$ cat config.mk
export PLATFORM = sky130hd
export DESIGN_NAME = dac_feed_ctrl
export DESIGN_NICKNAME = d
export VERILOG_FILES = /design/src/rtl/dac_feed_ctrl.sv
export SDC_FILE = /design/constraint.sdc
export NUM_CORES = 1
export LEC_CHECK = 0
export ABC_AREA = 1
export BUFFER_PORTS_ARGS = -buffer_cell sky130_fd_sc_hd__buf_2
export CAP_MARGIN = 5
export CELL_PAD_IN_SITES_DETAIL_PLACEMENT = 1
export CELL_PAD_IN_SITES_GLOBAL_PLACEMENT = 1
export CORE_ASPECT_RATIO = 0.5
export CORE_MARGIN = 2
export CORE_UTILIZATION = 45
export DETAILED_ROUTE_END_ITERATION = 10
export PLACE_DENSITY = 0.82
export REMOVE_ABC_BUFFERS = 1
export SYNTH_ARGS = -nofsm -noshare
export SYNTH_HDL_FRONTEND = slang
export SYNTH_SLANG_ARGS = --single-unit
$ cat constraint.sdc
create_clock -name clk -period 2.6 [get_ports clk]
set_input_delay 0.26 -clock clk [delete_from_list [all_inputs] [get_ports clk]]
set_output_delay 0.26 -clock clk [all_outputs]
set_load 0.02 [all_outputs]
$ cat src/rtl/dac_feed_ctrl.sv
module dac_feed_ctrl #(
  parameter int SAMPLE_W    = 12,
  parameter int DEPTH       = 32,
  parameter int SETTLE_STEP = 25,
  parameter int CODE_MAX    = 6
) (
  input  logic                clk,
  input  logic                rst_n,
  input  logic                reg_we,
  input  logic [2:0]          reg_addr,
  input  logic [31:0]         reg_wdata,
  output logic [31:0]         reg_rdata,
  input  logic                ext_trig,
  output logic [SAMPLE_W-1:0] dac_out
);
  localparam int PTR_W = $clog2(DEPTH);
  localparam int CNT_W = $clog2(DEPTH + 1);
  localparam int TMR_W = $clog2(SETTLE_STEP * CODE_MAX + 1);

  localparam logic [2:0] A_TRIG = 3'd0, A_MODE = 3'd1, A_STAT = 3'd2, A_DATA = 3'd3,
                         A_FLAG = 3'd4, A_FCLR = 3'd5, A_QCLR = 3'd6;

  logic [SAMPLE_W-1:0] mem [DEPTH];
  logic [PTR_W-1:0]    wr_ptr, rd_ptr;
  logic [CNT_W-1:0]    fill;
  logic                ext_en, enable, ext_prev;
  logic [2:0]          code;
  logic [TMR_W-1:0]    tmr;
  logic [3:0]          flags;

  wire man_trig  = reg_we && reg_addr == A_TRIG && reg_wdata[0];
  wire ext_pulse = ext_en && ext_trig && !ext_prev;
  wire trig      = enable && (man_trig || ext_pulse);
  wire q_clr     = reg_we && reg_addr == A_QCLR && reg_wdata[0];
  wire push_req  = reg_we && reg_addr == A_DATA;
  wire busy      = tmr != '0;
  wire empty     = fill == '0;
  wire full      = fill == CNT_W'(DEPTH);

  wire pop    = trig && !busy && !empty && !q_clr;
  wire udf_ev = trig && !busy && (empty || q_clr);
  wire terr_ev = trig && busy;
  wire push   = push_req && !q_clr && (!full || pop);
  wire ovf_ev = push_req && !q_clr && full && !pop;

  wire [2:0]       code_sat   = (code > 3'(CODE_MAX)) ? 3'(CODE_MAX) : code;
  wire [TMR_W-1:0] settle_len = TMR_W'(code_sat) * TMR_W'(SETTLE_STEP);
  wire             done_ev    = (tmr == TMR_W'(1)) || (pop && settle_len == '0);

  wire [3:0] flag_set = {terr_ev, done_ev, udf_ev, ovf_ev};
  wire [3:0] flag_clr = (reg_we && reg_addr == A_FCLR) ? reg_wdata[3:0] : 4'b0;

  function automatic logic [PTR_W-1:0] nxt(input logic [PTR_W-1:0] p);
    return (p == PTR_W'(DEPTH - 1)) ? '0 : p + 1'b1;
  endfunction

  always_ff @(posedge clk)
    if (push) mem[wr_ptr] <= reg_wdata[SAMPLE_W-1:0];

  always_ff @(posedge clk or negedge rst_n) begin
    if (!rst_n) begin
      wr_ptr <= '0;
      rd_ptr <= '0;
      fill   <= '0;
    end else if (q_clr) begin
      wr_ptr <= '0;
      rd_ptr <= '0;
      fill   <= '0;
    end else begin
      if (push) wr_ptr <= nxt(wr_ptr);
      if (pop)  rd_ptr <= nxt(rd_ptr);
      fill <= fill + CNT_W'(push) - CNT_W'(pop);
    end
  end

  always_ff @(posedge clk or negedge rst_n) begin
    if (!rst_n) begin
      ext_en   <= 1'b0;
      enable   <= 1'b0;
      code     <= '0;
      ext_prev <= 1'b0;
      tmr      <= '0;
      flags    <= '0;
      dac_out  <= '0;
    end else begin
      ext_prev <= ext_trig;
      if (reg_we && reg_addr == A_TRIG) ext_en <= reg_wdata[1];
      if (reg_we && reg_addr == A_MODE) begin
        enable <= reg_wdata[0];
        code   <= reg_wdata[3:1];
      end
      if (pop) begin
        dac_out <= mem[rd_ptr];
        tmr     <= settle_len;
      end else if (busy) begin
        tmr <= tmr - 1'b1;
      end
      flags <= (flags & ~flag_clr) | flag_set;
    end
  end

  always_comb begin
    reg_rdata = '0;
    case (reg_addr)
      A_TRIG:  reg_rdata[1]       = ext_en;
      A_MODE:  reg_rdata[3:0]     = {code, enable};
      A_STAT:  begin
        reg_rdata[CNT_W-1:0] = fill;
        reg_rdata[8]         = busy;
      end
      A_FLAG:  reg_rdata[3:0]     = flags;
      default: reg_rdata          = '0;
    endcase
  end


  fill_bound_chk: assert property (@(posedge clk) disable iff (!rst_n) fill <= CNT_W'(DEPTH));

  no_overflow_chk: assert property (@(posedge clk) disable iff (!rst_n)
    (push_req && full && !pop && !q_clr) |=> (flags[0] && fill == CNT_W'(DEPTH)));

  settle_dec_chk: assert property (@(posedge clk) disable iff (!rst_n)
    busy |=> (tmr == $past(tmr) - 1'b1));

  done_on_fall_chk: assert property (@(posedge clk) disable iff (!rst_n)
    (tmr == TMR_W'(1)) |=> (!busy && flags[2]));

  trig_busy_chk: assert property (@(posedge clk) disable iff (!rst_n)
    (trig && busy) |=> (flags[3] && $stable(dac_out)));

  disabled_chk: assert property (@(posedge clk) disable iff (!rst_n)
    (!enable && (man_trig || ext_pulse) && !q_clr && !push_req) |=> ($stable(dac_out) && $stable(fill)));
endmodule

==> Flow_metrics.wiki, run 1 <==
{| class="wikitable"
! Metric !! Value
|-
| Share of the cycle needed by the critical path after routing || 0.964
|-
| Vias in the first global route || 13180
|-
| Share of total power in combinational logic || 0.187
|-
| Avg Vias per Cell || 5.61
|-
| Insertion delay to the later sink of the worst-skew pair || 0.55 ns
|-
| Peak VDD IR || 0.571 mV
|-
| Final-stage net count || 1745
|-
| Maximum buffer depth of the clock tree || 3
|-
| Vias || 12637
|-
| P&R area growth vs syn || 13.4%
|-
| Post-route DRC violation count || 0
|-
| Routed wirelength normalized by instance count || 23.2 um
|-
| Actual slew at the worst max-slew pin || 0.868 ns
|-
| Number of search-and-repair iterations in the first detailed-routing pass || 5
|-
| CTS tree || yes
|-
| Share of power burned in registers || 0.460
|-
| Post-synth top cells || edfxtp_1, nand2_1, nor2_1
|-
| Result of the run || finished clean
|-
| Core Rows || 52
|-
| Fraction of final layout cells with drive strength greater than 1 || 0.124
|-
| Max-cap check violation count || 0
|-
| Synthesized instance count || 1603
|-
| Portion of total power attributed to the clock network || 0.353
|-
| Dominant cell by count in the synthesized netlist || edfxtp_1
|-
| Number of buffers inserted during clock tree synthesis || 40
|-
| Crit path max fanout || 10
|-
| Maximum clock rate || 399 MHz
|-
| Clock transition time at the flip-flop clock pins of the worst setup and hold paths || 0.07 ns
|-
| Area contributors post-synth || edfxtp_1, nand2_1, dfrtp_1
|-
| Number of flops mapped to enable cells by yosys || 384
|-
| Leak Pwr || 0.00779 uW
|-
| Required @ worst endpoint || 2.83 ns
|-
| Final clock skew || 0.0163 ns
|-
| Clock sink count || 430
|-
| Tightest Hold Check Type || input pin to register
|-
| Final ANT Viol Nets || 0
|-
| Top cell type by total area after synthesis || edfxtp_1
|-
| Shortest clock period the worst path allows after layout || 2.51 ns
|-
| Crit path DAT || 2.74 ns
|-
| Starting DRT DRC Count || 1300
|-
| Max_slew headroom || 0.421
|-
| Sequential share of the synthesized area || 0.694
|-
| Total count of max-transition violations in the final report || 0
|-
| Synthesized area per cell || 11.4 sq um
|-
| Synth Register Bits || 430
|-
| Total number of H-tree levels || 2
|-
| Total half-perimeter wirelength after legalization and detailed placement || 31900 um
|-
| Switching pwr || 4870 uW
|-
| Width of the die || 289 um
|-
| Post-route worst hold slack || 0.0724 ns
|-
| Clock root buffer master || clkbuf_16
|-
| Endpoints failing setup || 0
|-
| Switching share of total power || 0.288
|-
| Wire length of the first global-routing pass || 78600 um
|-
| Core area || 0.0402 sq mm
|-
| Post-synth ARST share || 0.107
|-
| Die height || 147 um
|-
| Fin. Hold Viols || 0
|-
| GRT overflow || 0
|-
| Placed instance area || 0.0193 sq mm
|-
| Quantity of I/O buffers inserted on ports || 37
|-
| Distinct cell type count of the synthesized netlist || 39
|-
| Top_reg_cell synth || edfxtp_1
|-
| Kind of end point of the critical path || register
|-
| Critical path start-end classification || register to register
|-
| Final RePlAce weighted congestion || 0.833
|-
| Number of top-level pins || 83
|-
| Kind of start point of the critical path || register
|-
| Wirelength, routed || 52200 um
|-
| Diodes inserted || 0
|-
| Cell-internal power || 12000 uW
|-
| Power Dens Cells || 816 mW/mm^2
|-
| Area of the mapped netlist || 0.0183 sq mm
|-
| Antenna violations before repair || 0
|-
| Initial core utilization || 0.455
|-
| Synth top area share || 0.631
|-
| Global-route usage over all layers || 0.249
|-
| Maximum number of pins on one net before global-route repair || 127
|-
| Synth warn || 0
|-
| Die Outline Area || 0.0423 sq mm
|-
| Non-Filler Cell Area, Final || 0.0207 sq mm
|}
[placed cells by master, fill, tap and decap left out, types with 3 or more instances in the layout]
master / Yosys / layout
o211ai_1: 27 / 27
buf_4: 37 / 73
xor2_1: 6 / 6
buf_2: 42 / 37
conb_1: 1 / 25
nor2_1: 186 / 184
nor2_4: 2 / 5
a21oi_1: 98 / 98
dlygate4sd3_1: 0 / 3
inv_2: 7 / 10
bufinv_16: 0 / 5
clkbuf_1: 22 / 7
nand2_1: 338 / 336
nand4_1: 8 / 8
nor2_2: 5 / 4
ha_1: 22 / 20
buf_12: 1 / 8
clkinv_2: 0 / 8
xnor2_1: 3 / 3
nand3_1: 146 / 146
o21ai_0: 119 / 117
clkbuf_16: 0 / 41
o21ai_1: 2 / 3
nor3_1: 3 / 3
edfxtp_1: 384 / 384
clkinv_1: 2 / 10
inv_1: 71 / 66
nand2_4: 2 / 3
nand3_4: 3 / 4
dfrtp_1: 46 / 45
[through the flow]
stage	utilization	setup TNS [ns]	setup slack (ns)	power [uW]	std cells
finish	0.515	0	0.0937	16900	2253
global route	0.515	-0.0531	-0.0309	17600	2253
CTS	0.513	0	0.0223	16800	2246
detailed placement	0.479	-0.0190	-0.0190	10800	2166
global placement	0.479	0	0.0987	10700	2166
floorplan	-	-78.43	-4.09	9640	1520
[cells by family (layout without fill, tap and decap cells)]
kind of cell | count (synthesis) | after routing | synth area share
adders and majority gates | 23 | 23 | 0.0162
other | 1 | 25 | 0.000205
and+or+nand+nor | 700 | 700 | 0.162
xor gates and xnor gates | 9 | 9 | 0.00431
buffers and inverters | 187 | 273 | 0.0498
DFF | 430 | 430 | 0.694
AOI/OAI and AO/OA | 253 | 253 | 0.0739
[metal layers]
layer,track usage,routed length (um),vias to the layer above
met4,0.106,2130,0
li1,-,-,5679
met3,0.0373,3570,118
met1,0.324,20700,6369
met2,0.418,25800,471
met5,0,0,-
[power groups by stage]
stage / Sequential [uW] / Clock (uW) / Combinational, uW
after global placement: 7910 / 0 / 2740
after global routing: 7800 / 6290 / 3470
after floorplan: 8030 / 0 / 1610
after CTS: 7780 / 6050 / 2990
final: 7780 / 5970 / 3150
after detailed placement: 7920 / 0 / 2890
[sequential cells by signal, indices dropped and copies added (netlist names)]
signal,flops
dac_out,12
ext_prev,1
enable,1
wr_ptr,5
rd_ptr,5
code,3
fill,6
flags,4
ext_en,1
tmr,8
mem,384
[final cells by class]
class	instances	area, sq um
clock buffer	48	1050
inverter	80	305
clock inverter	24	244
fill	4237	19500
sequential	430	12700
multi-input combinational	1010	4840
timing repair buffer	121	923
tap	540	676
[critical path, cell delays in order (launching register included)]
cell and delay, ns:
dfrtp_1 0.35, inv_1 0.07, ha_1 0.19, inv_2 0.06, nor2_2 0.04, nor2_2 0.14, nand4_4 0.16, nand2_4 0.12
buf_4 0.21, nand3_4 0.22, nor2_1 0.33, buf_4 0.30
[path summary, 6_finish.rpt]
path / startpoint / endpoint / slack (ns) / cells after the start
setup reg to reg: fill[5] / mem[18][6] / 0.09 / 11
min in group asynchronous: rst_n / flags[0] / 0.33 / 2
hold / removal: reg_we / ext_en / 0.07 / 3
hold reg to reg: dac_out[1] / dac_out[1] / 0.49 / 2
setup / recovery: fill[5] / mem[18][6] / 0.09 / 11
max in group asynchronous: rst_n / rd_ptr[2] / 1.59 / 3
[what timing repair did]
| action | in CTS | in global routing |
|---|---|---|
| buffers inserted | 5 | 7 |
| setup endpoints to repair | 11 | 33 |
| endpoints found under the hold margin | 27 | 0 |
| hold buffers | 3 | 0 |
| resized for setup | 5 | 16 |
| pin swaps | 2 | 10 |
Power figures use the tool's default switching activity.
==> run 2: changes to the inputs <==
Settings changed: ABC_AREA 1 to 0, CORE_UTILIZATION 45 to 57, PLACE_DENSITY 0.82 to 0.9.
Clock period 2.6 ns to 2.9 ns, I/O delays scaled along.
==> Flow_metrics.wiki, run 2 <==
{| class="wikitable"
! Metric !! Value
|-
| Result of the run || complete, but fails checks
|-
| Failing checks || design-rule violations, negative setup slack
|-
| Top_reg_cell synth || edfxtp_1
|-
| Maximum buffer depth of the clock tree || 3 (unchanged)
|-
| Final-stage net count || 1090 (-38%)
|-
| Reg area || 0.0127 sq mm (about the same)
|-
| Initial core utilization || 0.579 (+0.124)
|-
| Antenna violations before repair || 5 (+5)
|-
| Quantity of I/O buffers inserted on ports || 37 (unchanged)
|-
| Synth Register Bits || 430 (unchanged)
|-
| Synth top area share || 0.656 (+0.0254)
|-
| Largest registers || mem (384), dac_out (12), tmr (8)
|-
| Vias in the first global route || 10575 (-20%)
|-
| Endpoints failing setup || 24 (+24)
|-
| Clock sink count || 430 (unchanged)
|-
| Cell-internal power || 10400 uW (-14%)
|-
| Width of the die || 252 um (-13%)
|-
| Area contributors post-synth || edfxtp_1, mux4_1, dfrtp_1
|-
| Number of search-and-repair iterations in the first detailed-routing pass || 8 (+3)
|-
| Die Outline Area || 0.0323 sq mm (-24%)
|-
| Synthesized area per cell || 18.8 sq um (+65%)
|-
| Kind of end point of the critical path || register
|-
| Sequential share of the synthesized area || 0.722 (+0.0280)
|-
| Final clock skew || 0.0248 ns (+0.00853 ns)
|-
| Area of the mapped netlist || 0.0176 sq mm (-3.9%)
|-
| Max-cap check violation count || 0 (unchanged)
|-
| Switching share of total power || 0.235 (-0.0525)
|-
| Fin. Hold Viols || 0 (unchanged)
|-
| Kind of start point of the critical path || register
|-
| Post-synth top cells || edfxtp_1, nor2_1, mux4_2
|-
| Tightest Hold Check Type || input pin to asynchronous set/reset pin
|-
| Clock root buffer master || clkbuf_16
|-
| Share of the cycle needed by the critical path after routing || 1.03 (+0.0664)
|-
| Required @ worst endpoint || 3.13 ns (+0.30 ns)
|-
| Max_slew headroom || 0.419 (-0.00215)
|-
| Max reg flops || 384 (unchanged)
|-
| # fillers || 2511 (-41%)
|-
| Shortest clock period the worst path allows after layout || 2.99 ns (+0.482 ns)
|-
| Synth warn || 0 (unchanged)
|-
| Setup TNS after final layout || -1.29 ns (-1.29 ns)
|-
| Instance count after placement with tap cells included || 1381 (-36%)
|-
| Final RePlAce weighted congestion || 0.802 (-3.7%)
|-
| Final ANT Viol Nets || 0 (unchanged)
|-
| Number of flops mapped to enable cells by yosys || 384 (unchanged)
|-
| Die height || 128 um (-13%)
|-
| Leak Pwr || 0.00669 uW (-14%)
|-
| Switching pwr || 3200 uW (-34%)
|-
| Most frequent cells in the layout || edfxtp_1, buf_4, nor2_1, mux4_2, o22ai_1
|-
| Setup slack on the worst flop-to-flop path || -0.09 ns (-0.18 ns)
|-
| Peak VDD IR || 0.366 mV (-36%)
|-
| Power Dens Cells || 687 mW/mm^2 (-16%)
|-
| Fraction of final layout cells with drive strength greater than 1 || 0.214 (+0.0893)
|-
| Core Rows || 45 (-13%)
|-
| Multi-input gate area in the final layout || 0.00446 sq mm (-7.9%)
|-
| Maximum clock rate || 335 MHz (-16%)
|-
| GRT overflow || 0 (unchanged)
|-
| Distinct cell type count of the synthesized netlist || 54 (+38%)
|-
| Top cell type by total area after synthesis || edfxtp_1
|-
| Post-route insts no fill || 1459 (-35%)
|-
| R2r startpoint || tmr[0]
|-
| Routed wirelength normalized by instance count || 36.6 um (+58%)
|-
| Critical register-to-register path endpoint || mem[9][5]
|-
| Crit path DAT || 3.22 ns (+0.48 ns)
|-
| Dominant cell by count in the synthesized netlist || edfxtp_1
|-
| Wirelength, routed || 53400 um (+2.2%)
|-
| Reg with most FFs || mem
|-
| Insertion delay to the later sink of the worst-skew pair || 0.56 ns (about the same)
|-
| Global-route usage over all layers || 0.341 (+0.0922)
|-
| Number of top-level pins || 83 (unchanged)
|-
| Total half-perimeter wirelength after legalization and detailed placement || 28500 um (-10%)
|-
| Total count of max-transition violations in the final report || 0 (unchanged)
|-
| Starting DRT DRC Count || 1805 (+39%)
|-
| Number of buffers inserted during clock tree synthesis || 38 (-5.0%)
|-
| Vias || 10368 (-18%)
|-
| CTS tree || yes
|-
| Crit path max fanout || 14 (+4)
|-
| Leading cell type in the layout, fill and taps excluded || edfxtp_1
|-
| Critical path start-end classification || register to register
|-
| Final setup margin || -0.0881 ns (-0.182 ns)
|-
| Actual slew at the worst max-slew pin || 0.872 ns (+0.00323 ns)
|-
| Clock transition time at the flip-flop clock pins of the worst setup and hold paths || 0.08 ns (about the same)
|-
| Share of total power in combinational logic || 0.071 (-0.116)
|-
| Setup repair after global routing missed its margin || true
|-
| Post-route DRC violation count || 2 (+2)
|-
| Portion of total power attributed to the clock network || 0.413 (+0.060)
|-
| Fraction of the core area covered by cells at the end of the flow || 0.652 (+0.136)
|-
| Avg Vias per Cell || 7.11 (+27%)
|-
| Core area || 0.0303 sq mm (-25%)
|-
| Total number of H-tree levels || 2 (unchanged)
|-
| Post-synth ARST share || 0.107 (unchanged)
|-
| Maximum number of pins on one net before global-route repair || 47 (-63%)
|-
| Share of power burned in registers || 0.516 (+0.056)
|-
| Number of cells on the worst reg-to-reg path || 8 (-3)
|-
| Wire length of the first global-routing pass || 77400 um (-1.6%)
|-
| Synthesized instance count || 933 (-42%)
|-
| P&R area growth vs syn || 12.6%
|}
[run 2: worst max-delay path by stage]
stage	from	end	cells after the start
finish	tmr[0]	mem[9][5]	8
global route	fill[2]	fill[5]	13
CTS	fill[2]	fill[4]	16
detailed placement	fill[2]	fill[4]	16
global placement	fill[2]	fill[4]	16
floorplan	rd_ptr[0]	dac_out[0]	4
[run 2: kinds of logic (layout without fill, tap and decap cells)]
kind of cell	count (synthesis)	count (layout)	share of synthesized area
AND/OR/NAND/NOR	170	170	0.0491
adder cells (fa/ha/maj)	23	23	0.0168
other	1	27	0.000213
AO/OA/AOI/OAI	111	111	0.0401
XOR/XNOR	9	9	0.00449
buffers and inverters	88	189	0.0318
flip-flops	430	430	0.722
multiplexers	101	101	0.136
[run 2: through the flow]
stage               worst slack, ns  power (uW)  cell area [sq um]  hold WS (ns)
floorplan                     -1.90        7620              17200      -0.00559
global placement              0.180        7880              18400         0.191
detailed placement          -0.0222        7990              18400         0.201
CTS                         0.00192       13500              19700         0.142
global route                 -0.150       13900              19800         0.152
finish                      -0.0881       13600              19800         0.162
[run 2: timing repair]
action                     in CTS  in global routing
setup endpoints to repair     133                 26
pin swaps                       2                  2
hold endpoints to repair       13                  0
hold buffers                    2                  0
gates resized for setup         5                  3
buffers inserted                1                  3
[run 2: metal layers]
metal / vias up / track usage / share of wire
li1: 3942 / - / -
met1: 5219 / 0.464 / 0.36
met2: 984 / 0.539 / 0.47
met3: 215 / 0.0800 / 0.13
met4: 8 / 0.146 / 0.049
met5: - / 0 / 0.0010
[run 2: critical path, stage by stage, from the launching register on]
cell and delay, ns:
dfrtp_1 0.42, inv_1 0.14, ha_1 0.21, and4_1 0.27
buf_4 0.23, a31o_2 0.33, nand3_2 0.38, nor2_1 0.33
buf_4 0.33
[run 2: cell type report]
class | instances | area share
Antenna cell | 2 | 0.000253
Clock buffer | 52 | 0.0528
Clock inverter | 18 | 0.0147
Inverter | 17 | 0.00323
Multi-Input combinational cell | 439 | 0.225
Sequential cell | 430 | 0.642
Tap cell | 399 | 0.0252
Timing Repair Buffer | 102 | 0.0368
[run 2: power by group through the flow]
stage,Sequential [uW],Clock (uW),Combinational [uW]
after floorplan,7070,0,553
after global routing,7020,5800,1050
after detailed placement,7120,0,871
final,7020,5610,963
after CTS,7000,5600,924
after global placement,7110,0,771
